### src/rtl/rpt_pkg.sv
package rpt_pkg;
  // strobes from the sequencer to the window datapath
  typedef struct packed {
    logic clearWin;  // open a fresh window, counters to zero
    logic stop;      // close measurement, no further windows
  } winCtl_t;

  typedef enum logic {
    ST_IDLE   = 1'b0,
    ST_SEARCH = 1'b1
  } seqState_t;
endpackage

### src/rtl/rpt_window_counters.sv
module rpt_window_counters
  import rpt_pkg::*;
#(
  parameter int CNT_W      = 24,
  parameter int WINDOW_LEN = 10_000_000,
  parameter int THR_SHIFT  = 8,
  parameter int THRESHOLD  = 26,
  parameter int DIST_LOG   = 3,
  parameter int LVL_W      = 2
) (
  input  logic             clk,
  input  logic             rstN,
  input  winCtl_t          ctl,
  input  logic             retire,
  input  logic             pfFill,
  input  logic             pfExpired,
  output logic             winDone,
  output logic             windowPass,
  output logic [LVL_W-1:0] distLevel
);
  localparam int ICNT_W = $clog2(WINDOW_LEN + 1);
  localparam int THR_W  = $clog2(THRESHOLD + 1);
  localparam int CMP_W  = CNT_W + THR_W + THR_SHIFT + DIST_LOG + 1;
  localparam logic [ICNT_W-1:0] LEN_V   = ICNT_W'(WINDOW_LEN);
  localparam logic [CNT_W-1:0]  CNT_MAX = '1;

  logic              active;
  logic [ICNT_W-1:0] instCnt;
  logic              winOpen;
  logic [1:0]        evIn;
  logic [CNT_W-1:0]  evCnt [2];

  assign winOpen = active && (instCnt != LEN_V);
  assign winDone = active && (instCnt == LEN_V);
  assign evIn    = {pfExpired, pfFill};

  always_ff @(posedge clk or negedge rstN) begin
    if (!rstN) begin
      active  <= 1'b0;
      instCnt <= '0;
    end else if (ctl.clearWin) begin
      active  <= 1'b1;
      instCnt <= '0;
    end else begin
      if (ctl.stop) active <= 1'b0;
      if (winOpen && retire) instCnt <= instCnt + 1'b1;
    end
  end

  // saturating event counters: index 0 fills, index 1 expired-unused
  for (genvar e = 0; e < 2; e++) begin : g_evt
    always_ff @(posedge clk or negedge rstN) begin
      if (!rstN)
        evCnt[e] <= '0;
      else if (ctl.clearWin)
        evCnt[e] <= '0;
      else if (winOpen && evIn[e] && evCnt[e] != CNT_MAX)
        evCnt[e] <= evCnt[e] + 1'b1;
    end
  end

  // ratio bands compared by shifting, no divider
  logic [CMP_W-1:0]  thrTimesFill;
  logic [DIST_LOG:0] levelOk;

  assign thrTimesFill = CMP_W'(THRESHOLD) * CMP_W'(evCnt[0]);

  for (genvar j = 0; j <= DIST_LOG; j++) begin : g_lvl
    assign levelOk[j] = (evCnt[0] == '0) ||
                        ((CMP_W'(evCnt[1]) << (THR_SHIFT + j)) <= thrTimesFill);
  end

  assign windowPass = levelOk[0];

  always_comb begin
    distLevel = '0;
    for (int j = 1; j <= DIST_LOG; j++)
      if (levelOk[j]) distLevel = LVL_W'(j);
  end
endmodule

### src/rtl/rpt_sequencer.sv
module rpt_sequencer
  import rpt_pkg::*;
#(
  parameter int NUM_RET = 4,
  parameter int IDX_W   = 2,
  parameter int LVL_W   = 2
) (
  input  logic             clk,
  input  logic             rstN,
  input  logic             start,
  input  logic             winDone,
  input  logic             windowPass,
  input  logic [LVL_W-1:0] distLevel,
  output winCtl_t          ctl,
  output logic             busy,
  output logic [IDX_W-1:0] trialIdx,
  output logic [IDX_W-1:0] selRetIdx,
  output logic [LVL_W-1:0] selLvl,
  output logic             tuneDone
);
  localparam logic [IDX_W-1:0] LONGEST = IDX_W'(NUM_RET - 1);

  seqState_t        state;
  logic [LVL_W-1:0] prevLvl;
  logic             judge, finish, advance;

  assign busy    = (state == ST_SEARCH);
  assign judge   = busy && winDone && !start;
  assign finish  = judge && (!windowPass || trialIdx == '0);
  assign advance = judge && !finish;

  assign ctl.clearWin = start || advance;
  assign ctl.stop     = finish;

  always_ff @(posedge clk or negedge rstN) begin
    if (!rstN) begin
      state     <= ST_IDLE;
      trialIdx  <= LONGEST;
      prevLvl   <= '0;
      selRetIdx <= LONGEST;
      selLvl    <= '0;
      tuneDone  <= 1'b0;
    end else if (start) begin
      state    <= ST_SEARCH;
      trialIdx <= LONGEST;
      tuneDone <= 1'b0;
    end else if (advance) begin
      trialIdx <= trialIdx - 1'b1;
      prevLvl  <= distLevel;
    end else if (finish) begin
      state    <= ST_IDLE;
      tuneDone <= 1'b1;
      if (!windowPass && trialIdx != LONGEST) begin
        selRetIdx <= trialIdx + 1'b1;
        selLvl    <= prevLvl;
      end else begin
        selRetIdx <= trialIdx;
        selLvl    <= distLevel;
      end
    end
  end
endmodule

### src/rtl/retention_prefetch_tuner.sv
module retention_prefetch_tuner
  import rpt_pkg::*;
#(
  parameter int NUM_RET    = 4,
  parameter int WINDOW_LEN = 10_000_000,
  parameter int CNT_W      = 24,
  parameter int THR_SHIFT  = 8,
  parameter int THRESHOLD  = 26,
  parameter int DIST_LOG   = 3,
  localparam int IDX_W     = (NUM_RET > 1) ? $clog2(NUM_RET) : 1,
  localparam int DIST_W    = DIST_LOG + 1
) (
  input  logic              clk,
  input  logic              rstN,
  input  logic              start,
  input  logic              retire,
  input  logic              pfFill,
  input  logic              pfExpired,
  output logic [IDX_W-1:0]  applyRet,
  output logic [DIST_W-1:0] applyDist,
  output logic [IDX_W-1:0]  selRet,
  output logic [DIST_W-1:0] selDist,
  output logic              tuneDone
);
  localparam int LVL_W = (DIST_LOG > 0) ? $clog2(DIST_LOG + 1) : 1;

  winCtl_t          winCtl;
  logic             winDone, windowPass, busy;
  logic [LVL_W-1:0] distLevel, selLvl;
  logic [IDX_W-1:0] trialIdx, selRetIdx;

  rpt_window_counters #(
    .CNT_W(CNT_W), .WINDOW_LEN(WINDOW_LEN), .THR_SHIFT(THR_SHIFT),
    .THRESHOLD(THRESHOLD), .DIST_LOG(DIST_LOG), .LVL_W(LVL_W)
  ) u_dp (
    .clk(clk), .rstN(rstN), .ctl(winCtl), .retire(retire),
    .pfFill(pfFill), .pfExpired(pfExpired), .winDone(winDone),
    .windowPass(windowPass), .distLevel(distLevel)
  );

  rpt_sequencer #(
    .NUM_RET(NUM_RET), .IDX_W(IDX_W), .LVL_W(LVL_W)
  ) u_seq (
    .clk(clk), .rstN(rstN), .start(start), .winDone(winDone),
    .windowPass(windowPass), .distLevel(distLevel), .ctl(winCtl),
    .busy(busy), .trialIdx(trialIdx), .selRetIdx(selRetIdx),
    .selLvl(selLvl), .tuneDone(tuneDone)
  );

  assign selRet    = selRetIdx;
  assign selDist   = DIST_W'(1) << selLvl;
  assign applyRet  = busy ? trialIdx : selRetIdx;
  assign applyDist = busy ? DIST_W'(1) : selDist;
endmodule

### config.mk
export PLATFORM = sky130hd
export DESIGN_NAME = retention_prefetch_tuner
export DESIGN_NICKNAME = d
export VERILOG_FILES = /design/src/rtl/rpt_pkg.sv /design/src/rtl/rpt_window_counters.sv /design/src/rtl/rpt_sequencer.sv /design/src/rtl/retention_prefetch_tuner.sv
export SDC_FILE = /design/constraint.sdc
export NUM_CORES = 1
export LEC_CHECK = 0
export BUFFER_PORTS_ARGS = -buffer_cell sky130_fd_sc_hd__buf_2
export CAP_MARGIN = 20
export CORE_ASPECT_RATIO = 1.1
export CORE_UTILIZATION = 35
export CTS_CLUSTER_DIAMETER = 150
export DETAILED_ROUTE_END_ITERATION = 10
export HOLD_SLACK_MARGIN = 0.02
export PLACE_DENSITY = 0.56
export SYNTH_ARGS = -nofsm -noshare
export SYNTH_HDL_FRONTEND = slang
export SYNTH_HIERARCHICAL = 1
export SYNTH_SLANG_ARGS = --single-unit
### constraint.sdc
create_clock -name clk -period 15.02 [get_ports clk]
set_input_delay 0.751 -clock clk [delete_from_list [all_inputs] [get_ports clk]]
set_output_delay 0.751 -clock clk [all_outputs]
set_load 0.05 [all_outputs]
# [After elaboration in Yosys (flattened, before gate mapping)]
# Index checks and enable logic that the tools add are counted.
[classes] add_sub_neg=5 n_mul=1 div_mod_pow=0 magnitude_cmp=4 eq_ne=6 shifts=1 mux=22 bitwise=2 n_reduce_logical=32
[ops] cell="$mux 24" count=6
[ops] cell="$add 24x1->24 const B" count=3
[ops] cell="$ne 24x24->1 const B" count=3
[ops] cell="$le 35x29->1" count=1
[ops] cell="$le 34x29->1" count=1
[ops] cell="$le 33x29->1" count=1
[ops] cell="$le 32x29->1" count=1
[ops] cell="$mul 4x24->28 const A" count=1
[ops] cell="$eq 24x24->1 const B" count=1
[ops] cell="$logic_not 24->1" count=1
[ops] cell="$mux 2" count=7
[ops] cell="$logic_and 1x1->1" count=12
[ops] cell="$reduce_bool 2->1" count=6
[ops] cell="$mux 1" count=8
[ops] cell="$logic_or 1x1->1" count=6
[ops] cell="$mux 4" count=1
[ops] cell="$ne 2x2->1 const B" count=2
[ops] cell="$reduce_and 2->1" count=2
[ops] cell="$shl 1x2->4 const A" count=1
[ops] cell="$logic_not 1->1" count=3
[ops] cell="$reduce_and 3->1" count=1
[ops] cell="$add 2x1->2 const B" count=1
[ops] cell="$logic_not 2->1" count=1
[ops] cell="$not 1->1" count=2
[ops] cell="$sub 2x1->2 const B" count=1
[totals] ff_bits=83 latchBits=0 mem_bits_rw=0 mem_bits_ro=0 out_inout_bits=13 wordCells=83 mem_count=0

# [Longest topological paths before layout]
# Gate-level depths: netlist of the first run.
[depth] ltp_word=10 mapped_depth=28 depth_no_buf=26

# [Modules after synthesis]
# Netlist of the first run, hierarchy kept.
[by_module_without_submodules] module="rpt_window_counters" n_inst=1 cells_each=970 area_each_um2=8234.1 seq_area_each_um2=1826.8
[by_module_without_submodules] module="rpt_sequencer" n_inst=1 cells_each=39 area_each_um2=520.5 seq_area_each_um2=255.2
[by_module_without_submodules] module="retention_prefetch_tuner" n_inst=1 cells_each=10 area_each_um2=77.6 seq_area_each_um2=0.0

# [Worst setup path after synthesis of the first run]
# OpenSTA, ideal clock, no wires.
[synth_timing] kind="reg-to-reg" from="register u_dp/evCnt[31] (netlist bit)" to="register u_dp.instCnt[15]" setup_ps=132 t_arrival_ps=6373 t_required_ps=14888 path_slack_ps=8515 path_stages_with_launch=28 n_path_buf=2 synth_period_minus_slack_ps=6505 cell_sequence="dfrtp_1 > inv_1 > ha_1 > inv_1 > fa_1 > inv_1 > ha_1 > a211o_1 > a211o_1 > a41o_1 > o21ai_0 > xor2_1 > ha_1 > a21oi_1 > nor2b_1 > o21ai_0 > nand2b_1 > a2111oi_0 > o21bai_1 > maj3_1 > maj3_1 > o21a_1 > o21ai_1 > nor3b_4 > or2_2 > clkbuf_1 > clkbuf_1 > nor2_1"
[synth_rtl] item="start: declaration" line="rpt_window_counters.sv:31" text="logic [CNT_W-1:0] evCnt [2];"
[synth_rtl] item="start signal: indexed assignment" line="rpt_window_counters.sv:58" text="evCnt[e] <= evCnt[e] + 1'b1;"
[synth_rtl] item="end signal: assignment" line="rpt_window_counters.sv:46" text="if (winOpen && retire) instCnt <= instCnt + 1'b1;"
[synth_rtl] item="end: declaration" line="rpt_window_counters.sv:28" text="logic [ICNT_W-1:0] instCnt;"

==> results of run 1 <==
==> power by group <==
part           total, uW  internal, uW  switching [uW]
registers            228           225            3.26
clock network        221           115             105
logic               59.8          24.7            35.1
==> critical path: cells and delay by family (launching register included) <==
family / cells / cell delay (ns)
XOR/XNOR: 1 / 0.40
adder cells (fa/ha/maj): 6 / 2.18
AND/OR/NAND/NOR: 5 / 0.82
flip-flops: 1 / 0.43
buffers and inverters: 4 / 0.81
AO/OA/AOI/OAI: 10 / 2.57
==> worst min path at each step <==
stage                   startpoint              to  slack, ns
finish                        rstN  u_dp/evCnt[26]       0.28
global route                  rstN  u_dp/evCnt[27]       0.30
CTS                           rstN  u_dp/evCnt[26]       0.29
detailed placement  u_seq/tuneDone  u_seq/tuneDone       0.47
global placement    u_seq/tuneDone  u_seq/tuneDone       0.46
floorplan                     rstN     u_dp/active       0.46
==> metal layers <==
metal  wire [um]  track usage (%)  vias to the layer above
met1       10600             22.7                     3429
met2       10200             29.6                       84
met5           0                0                        -
met4         313             4.96                        0
met3         366             1.97                       19
li1            -                -                     3639
==> placed cells by master, fill, tap and decap left out, drive strengths merged, types with 20 or more instances in the layout <==
| master | netlist | layout |
|---|---|---|
| a21oi | 45 | 45 |
| xnor2 | 54 | 54 |
| nor3 | 24 | 24 |
| dfrtp | 79 | 79 |
| nand3 | 34 | 34 |
| nor2 | 101 | 101 |
| xor2 | 44 | 44 |
| nand4 | 36 | 36 |
| ha | 123 | 123 |
| nand2 | 68 | 68 |
| o21ai | 32 | 32 |
| inv | 96 | 100 |
| buf | 6 | 20 |
==> cells in the mapped netlist (all sizes together), types with 7 or more instances <==
cell / count
a21oi: 45
nand3: 34
fa: 19
dfrtp: 79
nor2b: 10
o21a: 10
clkbuf: 21
a211o: 7
nor2: 101
or3: 8
maj3: 7
o21ai: 32
o211ai: 12
nor3: 24
mux2: 12
and3: 13
and4: 11
a31oi: 9
nand2: 68
a21o: 19
xor2: 44
or2: 7
ha: 123
nand4: 36
inv: 96
xnor2: 54
nor4: 10
==> stage by stage <==
stage	hold slack (ns)	util (%)
finish	0.284	38.6
global route	0.300	38.6
CTS	0.290	38.6
detailed placement	0.468	37.4
global placement	0.465	37.4
floorplan	0.455	-
==> cell families (layout without fill, tap and decap cells) <==
group	count (synthesis)	after routing	synth area share, %
simple gates	355	355	20.9
compound gates	191	191	15.1
fa+ha+maj	149	149	22.5
buf+inv	124	133	5.37
xor+xnor	101	101	10.5
flops	83	83	23.6
mux	16	16	2.07
==> state kept, by name, indices dropped and copies added (netlist names) <==
name	count
u_dp/active	1
u_dp/evCnt	48
u_seq/prevLvl	2
u_seq/busy	1
u_seq/tuneDone	1
u_seq/trialIdx	2
u_dp/instCnt	24
u_seq/selRetIdx	2
u_seq/selLvl	2
==> cell type report <==
type | instances | area (sq um) | area share (%)
flip-flops and latches | 83 | 2080 | 21.9
repair buffers | 20 | 108 | 1.13
inverters | 97 | 364 | 3.83
well taps | 310 | 388 | 4.08
clock buffers | 9 | 225 | 2.37
multi-input cells | 812 | 6280 | 66.1
clock inverters | 7 | 58.8 | 0.619
==> results.cfg, run 1 <==
[clock_network]
clockBufferDepth = 2
cts_resized = 0
cts.htree.levels = 3
clock_latency_ns = 0.36
cts_sinks = 83
post_cts_buffers = 0
holdBufCountCts = 0
path_clk_slew_ns = 0.07
cts_root_buffer = clkbuf_16
cts_tree = yes
cts_buffers = 9

[routing]
viasPerCell = 5.36
dr.first_iter.drc_count = 381
drtAntennaViolNets = 0
firstDrtPassIters = 5
drt_wl_total_um = 21500
wl_per_cell_um = 16.0
drcViolationCount = 0
vias = 7171

[setup_path]
critical_path.endpoint = u_dp/evCnt[32]
rr_endpoint = u_dp/evCnt[32]
endpoint_kind = flop
r2r_start = u_dp/evCnt[31]
cp-start-kind = flop
r2r_setup_slack_ns = 7.59
rr_worst_depth = 26
max_stage_delay_ns = 0.63
crit_path_start = u_dp/evCnt[31]
worstPathRequired_ns = 15.23
slowest_stage = buf_4
cp_max_fo = 73
critical_path_class = flop to flop
cp.arrival_ns = 7.63

[pwr]
leakage_uw = 0.00457
ir_worst_vdd_mv = 0.0497
power_density_nw_per_um2 = 53.5
power_uw = 509

[sta]
hold_viol = 0
finalSetupViolCount = 0
drv_slew = 0
skew_ns = 0.0108
maxClockFrequency_mhz = 135
fin_crit_ns = 7.43
slew_headroom_pct = 30.0
rsz0062_at_grt = no
tightest_slew_ns = 1.04
setup-tns-final_ns = 0
fin_crit_sh_pct = 49.4
worst_slack_ns = 7.59

[grt]
grt_pass1_vias = 7027
grt.overflow.total = 0
antenna_found_initial = 0
track_usage_pct = 17.2
grt_max_degree = 74
grt_pass1_wl_um = 35900

[worst_hold_path]
hold_path_class = input pin to asynchronous set/reset pin

[flow_run]
drv_cap = 0

[synth]
netlist_area_sq_um = 8830
synth-edff-count = 0
yosysTopAreaCell = dfrtp_1
synth_area_per_cell_sq_um = 8.67
yosys_warnings = 6
synth_area_leaders = dfrtp_1 (22%), ha_1 (17%), xnor2_1 (5.4%)
ys_ff_latch = 83
synth_top_area_share_pct = 22.4
ys_seq_area_share_pct = 23.6
async_reset_ff_share_pct = 100
synth_cell_types = 82
synthCells = 1019
syn-num-nets = 1167
synth_ff_type = dfrtp_1

[floorplan]
core_area_sq_um = 24600
ios = 19
die_area_sq_um = 25900
die_w_um = 153
start_util_pct = 35.9
rows = 60
die_y_um = 169

[cells_and_area]
fin_nets = 1171
final_cells = 1338
drive_gt1_share_pct = 6.71
diodes = 0
area_delta_synth_final_pct = 7.58
nFillCells = 2521
finish.instance_area_sq_um = 9500

[placed_design]
hpwl_um = 16800
place.gp.congestion = 0.907
placed_cells = 1322
pre_cts_ws_ns = 7.54
place_area_sq_um = 9220
port_buffers = 18

[status]
status = complete, no violations
Note: power is estimated with default switching activity, not from simulation.
==> run 2: changes to the inputs <==
--- a/config.mk
+++ b/config.mk
@@ -12,7 +12,7 @@
 export CTS_CLUSTER_DIAMETER = 150
 export DETAILED_ROUTE_END_ITERATION = 10
 export HOLD_SLACK_MARGIN = 0.02
-export PLACE_DENSITY = 0.56
+export PLACE_DENSITY = 0.57
 export SYNTH_ARGS = -nofsm -noshare
 export SYNTH_HDL_FRONTEND = slang
 export SYNTH_HIERARCHICAL = 1
==> constraint.sdc (replaced) <==
create_clock -name clk -period 6.35 [get_ports clk]
set_input_delay 0.3175 -clock clk [delete_from_list [all_inputs] [get_ports clk]]
set_output_delay 0.3175 -clock clk [all_outputs]
set_load 0.05 [all_outputs]
==> run 2 against run 1 <==
Against the previous run: critical endpoint is now u_seq/selLvl[1]; global-route usage up 0.11 points; register-to-register slack worse by 7.3 ns; hold slack worse by 0.024 ns; combinational power rose to 2.7 times the previous value; core utilization up 2.1 points; critical path type unchanged; largest power group is now clock; clock power rose to 2.8 times the previous value; critical path depth down 3; clock skew up 0.0034 ns; first-iteration DRC count down 25%.
==> results.cfg, run 2 (synthesis results as in run 1) <==
[placed_design]
port_buffers = 18
place_area_sq_um = 9510
placed_cells = 1357
hpwl_um = 17100
place.gp.congestion = 0.876

[cells_and_area]
mostFrequentLayoutCells = ha_1 (121), nor2_1 (100), inv_1 (96)
fin_util_pct = 40.7
final_cells = 1379
area_delta_synth_final_pct = 13.5
layout_commonest_cell = ha_1
fin_nets = 1212
reg_top3 = u_dp/evCnt x48, u_dp/instCnt x24
nFillCells = 2503
diodes = 0
largest_register = u_dp/evCnt
multiInputGateArea_sq_um = 6370
regArea_sq_um = 2090
drive_gt1_share_pct = 11.9
largest_reg_flops = 48
finish.instance_area_sq_um = 10000

[clock_network]
clockBufferDepth = 2
cts_sinks = 83
cts_buffers = 9
clock_latency_ns = 0.35
cts.htree.levels = 3
cts_root_buffer = clkbuf_16
cts_tree = yes
path_clk_slew_ns = 0.07

[setup_path]
slowest_stage = dfrtp_2
critical_path.endpoint = u_seq/selLvl[1]
r2r_start = u_dp/evCnt[25]
worstPathRequired_ns = 6.58
cp_max_fo = 6
critical_path_class = flop to flop
rr_endpoint = u_seq/selLvl[1]
crit_buf_inv = 0
cp.arrival_ns = 6.25
endpoint_kind = flop
cp_common_cell = ha_1
max_stage_delay_ns = 0.45
rr_worst_depth = 23
crit_path_start = u_dp/evCnt[25]
path_cells = ha_1 > xor2_1 > ha_1 > fa_1 > a211o_1 > a21oi_2 > a22oi_1 > a21o_1 > a21oi_1 > xor2_2 > ha_1 > nand4_1 > nor2_1 > nor4b_2 > nand4_1 > a21oi_2 > o31ai_1 > a21o_1 > a2111o_1 > a31oi_4 > or3b_1 > mux2_2 > mux2_2
r2r_setup_slack_ns = 0.33
cp_num_cells = 23
critPathTopFamily = compound AO/OA/AOI/OAI gates
cp-start-kind = flop

[sta]
skew_ns = 0.0142
maxClockFrequency_mhz = 166
drv_slew = 0
hold_viol = 0
slew_headroom_pct = 33.4
finalSetupViolCount = 0
fin_crit_sh_pct = 94.8
fin_crit_ns = 6.02
setup-tns-final_ns = 0
tightest_slew_ns = 0.986

[routing]
viasPerCell = 5.31
wl_per_cell_um = 15.9
drtAntennaViolNets = 0
firstDrtPassIters = 6
vias = 7326
dr.first_iter.drc_count = 285
drt_wl_total_um = 21900
drcViolationCount = 0

[grt]
grt_pass1_wl_um = 36200
grt.overflow.total = 0
track_usage_pct = 17.3
grt_max_degree = 51
antenna_found_initial = 0
grt_pass1_vias = 7207

[floorplan]
die_w_um = 153
rows = 60
ios = 19
core_area_sq_um = 24600
die_y_um = 169
start_util_pct = 35.9
die_area_sq_um = 25900

[pwr]
switching_share_pct = 24.9
seqPwrFrac_pct = 40.7
combPwrFrac_pct = 12.1
ir_worst_vdd_mv = 0.141
power_switching_uw = 330
internal-power_uw = 993
leakage_uw = 0.00482
clock_power_share_pct = 47.2
power_density_nw_per_um2 = 132

[status]
status = complete, no violations

[flow_run]
drv_cap = 0

[worst_hold_path]
hold_path_class = input pin to flop
## run 2: cell count changes in the layout (fill, tap and decap cells not counted), sizes merged
cell / delta
buf: +39
clkbuf: +1
bufinv: +3
clkinvlp: -1
inv: -2
dlygate4sd3: +1
## run 2: what timing repair did
action / 4_1_cts / 5_1_grt
hold endpoints to repair: 33 / 0
hold buffers: 1 / 0
setup endpoints to repair: 78 / 81
pin swaps: 0 / 6
cloned: 0 / 1
buffers inserted: 0 / 4
gates resized for setup: 1 / 22
## run 2: how the worst min path moves through the flow
| stage | start | to | slack, ns | cells after the start |
|---|---|---|---|---|
| 2_1_floorplan | rstN | u_dp/active | 0.02 | 0 |
| 6_report | start | u_seq/trialIdx[0] | 0.26 | 3 |
| 3_3_place_gp | rstN | u_dp/evCnt[30] | 0.32 | 1 |
| 5_1_grt | start | u_seq/trialIdx[0] | 0.29 | 3 |
| 4_1_cts | start | u_seq/trialIdx[0] | 0.24 | 3 |
| 3_5_place_dp | rstN | u_dp/evCnt[30] | 0.32 | 1 |
## run 2: worst register-to-register path: cells and delay by family (launching register included)
kind,cells,cell delay [ns]
AOI/OAI and AO/OA,10,2.20
xor gates and xnor gates,2,0.30
adders and majority gates,4,1.43
DFF,1,0.45
muxes,2,0.53
and+or+nand+nor,5,1.00
## run 2: power by group through the flow
stage                     Combinational [uW]  Clock, uW  Sequential (uW)
after floorplan                         96.1          0              548
after global placement                   150          0              549
after detailed placement                 151          0              549
after CTS                                153        648              539
after global routing                     178        665              539
final                                    160        625              539
## run 2: per-layer routing
| metal | global-route usage, % | vias to the layer above | share of wire [%] |
|---|---|---|---|
| li1 | - | 3722 | - |
| met1 | 22.6 | 3485 | 48 |
| met2 | 29.5 | 97 | 47 |
| met3 | 2.79 | 22 | 3.0 |
| met4 | 4.78 | 0 | 1.8 |
| met5 | 0 | - | 0 |
## run 2: layout make-up
| type | instances | share of cell area, % |
|---|---|---|
| Clock buffer | 9 | 2.25 |
| Timing Repair Buffer | 61 | 4.59 |
| Inverter | 97 | 3.63 |
| Sequential cell | 83 | 20.8 |
| Multi-Input combinational cell | 812 | 63.6 |
| Tap cell | 310 | 3.87 |
| Clock inverter | 7 | 1.24 |
## run 2: through the flow
stage / power (uW) / hold slack [ns] / setup slack (ns)
final: 1320 / 0.260 / 0.329
after global routing: 1380 / 0.289 / -0.00640
after CTS: 1340 / 0.243 / 0.0213
after detailed placement: 700 / 0.322 / -0.134
after global placement: 699 / 0.323 / -0.108
after floorplan: 644 / 0.0219 / 0.00505
==> run 3: changes to the inputs <==
--- a/config.mk
+++ b/config.mk
@@ -13,6 +13,7 @@
 export DETAILED_ROUTE_END_ITERATION = 10
 export HOLD_SLACK_MARGIN = 0.02
 export PLACE_DENSITY = 0.57
+export REMOVE_ABC_BUFFERS = 1
 export SYNTH_ARGS = -nofsm -noshare
 export SYNTH_HDL_FRONTEND = slang
 export SYNTH_HIERARCHICAL = 1
==> run 3 against run 2 <==
Against the previous run: first-iteration DRC count increased by 21%; clock skew decreased by 0.0028 ns; register-to-register slack got worse by 0.07 ns; via count increased by 1.3%; clock-buffer cell count unchanged.
==> results.cfg, run 3 (synthesis results as in run 1) <==
[routing]
dr_wl_met3_um = 622
drcViolationCount = 0
firstDrtPassIters = 5
met2_length_um = 10300
drtAntennaViolNets = 0
vias = 7421
wl_met1_um = 10400
viasPerCell = 5.33
wl_per_cell_um = 15.6
topRoutingLayerUsed = met4
dr.first_iter.drc_count = 346
drt_wl_total_um = 21700

[floorplan]
core_area_sq_um = 24600
ios = 19
die_w_um = 153
die_area_sq_um = 25900
start_util_pct = 35.9
die_y_um = 169
rows = 60

[setup_path]
cp_max_fo = 6
worstPathRequired_ns = 6.59
cp-start-kind = flop
slowest_stage = or4b_1
path_cells = ha_1 > xor2_1 > ha_1 > fa_2 > a211o_1 > buf_4 > a21o_1 > o211ai_1 > nand2_1 > nor2_1 > o21ai_0 > a21o_1 > a21oi_1 > xor2_2 > ha_1 > inv_1 > or4b_1 > nor4b_4 > a221oi_2 > or3b_4 > mux2_2 > mux2_2
cp.arrival_ns = 6.33
max_stage_delay_ns = 0.55
critical_path_class = flop to flop
endpoint_kind = flop
cp_common_cell = ha_1
r2r_start = u_dp/evCnt[25]
crit_path_start = u_dp/evCnt[25]

[pwr]
seqPwrFrac_pct = 42.9
leakage_uw = 0.00489
clock_power_share_pct = 43.8
power_density_nw_per_um2 = 125
power_switching_uw = 336
switching_share_pct = 26.7
combPwrFrac_pct = 13.3
ir_worst_vdd_mv = 0.0834
power_uw = 1260
internal-power_uw = 923

[grt]
grt_max_degree = 55
antenna_found_initial = 0
grt.overflow.total = 0
grt_pass1_wl_um = 36000
grt_pass1_vias = 7237
track_usage_pct = 17.2

[clock_network]
path_clk_slew_ns = 0.07
cts.htree.levels = 3
cts_tree = yes
clockBufferDepth = 2
cts_root_buffer = clkbuf_16
cts_sinks = 83
clock_latency_ns = 0.35
cts_buffers = 9

[cells_and_area]
nFillCells = 2492
reg_top3 = u_dp/evCnt x48, u_dp/instCnt x24
finish.instance_area_sq_um = 10100
fin_nets = 1225
multiInputGateArea_sq_um = 6400
largest_reg_flops = 48
drive_gt1_share_pct = 13.0
diodes = 0
mostFrequentLayoutCells = ha_1 (122), nor2_1 (100), inv_1 (96)
final_cells = 1392
layout_commonest_cell = ha_1
largest_register = u_dp/evCnt
fin_util_pct = 41.0
regArea_sq_um = 2080
area_delta_synth_final_pct = 14.2

[sta]
tightest_slew_ns = 0.926
fin_crit_sh_pct = 95.9
maxClockFrequency_mhz = 164
worst_slack_ns = 0.258
slew_headroom_pct = 37.5
finalSetupViolCount = 0
skew_ns = 0.0114
fin_crit_ns = 6.09
drv_slew = 0
hold_viol = 0
rsz0062_at_grt = no

[placed_design]
placed_cells = 1369
pre_cts_ws_ns = -0.220
port_buffers = 18
place_area_sq_um = 9600
hpwl_um = 17400
place.gp.congestion = 0.898

[status]
status = complete, no violations

[worst_hold_path]
hp-start = start
hold_path_class = input pin to flop

[flow_run]
drv_cap = 0
[run 3: final timing paths]
| check | endpoint | slack [ns] | depth (start not counted) |
|---|---|---|---|
| hold reg to reg | u_seq/tuneDone | 0.48 | 1 |
| setup reg to reg | u_seq/selLvl[1] | 0.26 | 22 |
| min in group asynchronous | u_dp/evCnt[28] | 0.43 | 2 |
| max in group asynchronous | u_seq/prevLvl[1] | 4.89 | 3 |
| hold / removal | u_seq/busy | 0.28 | 3 |
| setup / recovery | u_seq/selLvl[1] | 0.26 | 22 |
[run 3: power by group through the flow]
stage / clock network, uW / registers (uW) / logic, uW
5_1_grt: 593 / 540 / 186
4_1_cts: 571 / 539 / 154
2_1_floorplan: 0 / 548 / 93.9
3_5_place_dp: 0 / 549 / 153
3_3_place_gp: 0 / 549 / 151
6_report: 551 / 540 / 168
[run 3: layout make-up]
cell class | instances | area share, %
timing repair buffer | 74 | 5.36
tap | 310 | 3.85
inverter | 97 | 3.61
clock inverter | 7 | 0.856
clock buffer | 9 | 2.23
sequential | 83 | 20.7
multi-input combinational | 812 | 63.4
[run 3: per-stage QoR]
step | hold slack [ns] | setup TNS [ns]
2_1_floorplan | 0.0219 | -21.49
3_3_place_gp | 0.282 | -11.19
3_5_place_dp | 0.283 | -13.18
4_1_cts | 0.270 | 0
5_1_grt | 0.270 | 0
6_report | 0.277 | 0
[run 3: timing repair]
action | CTS | global route
cloned | 0 | 0
resized for setup | 2 | 24
setup buffers | 0 | 6
pin swaps | 0 | 11
endpoints found under the setup margin | 81 | 82
hold buffers | 1 | 0
hold endpoints to repair | 29 | 0
[run 3: critical path, delay by kind of cell (launching register included)]
| family | cells | cell delay, ns |
|---|---|---|
| AO/OA/AOI/OAI | 7 | 1.50 |
| XOR/XNOR | 2 | 0.34 |
| adder cells (fa/ha/maj) | 4 | 1.31 |
| buffers and inverters | 2 | 0.19 |
| flip-flops | 1 | 0.46 |
| multiplexers | 2 | 0.51 |
| AND/OR/NAND/NOR | 5 | 1.67 |
[run 3: per-layer routing]
metal,vias to the layer above,GRT usage (%)
li1,3754,-
met1,3539,22.6
met2,105,29.6
met3,23,2.18
met4,0,4.87
met5,-,0
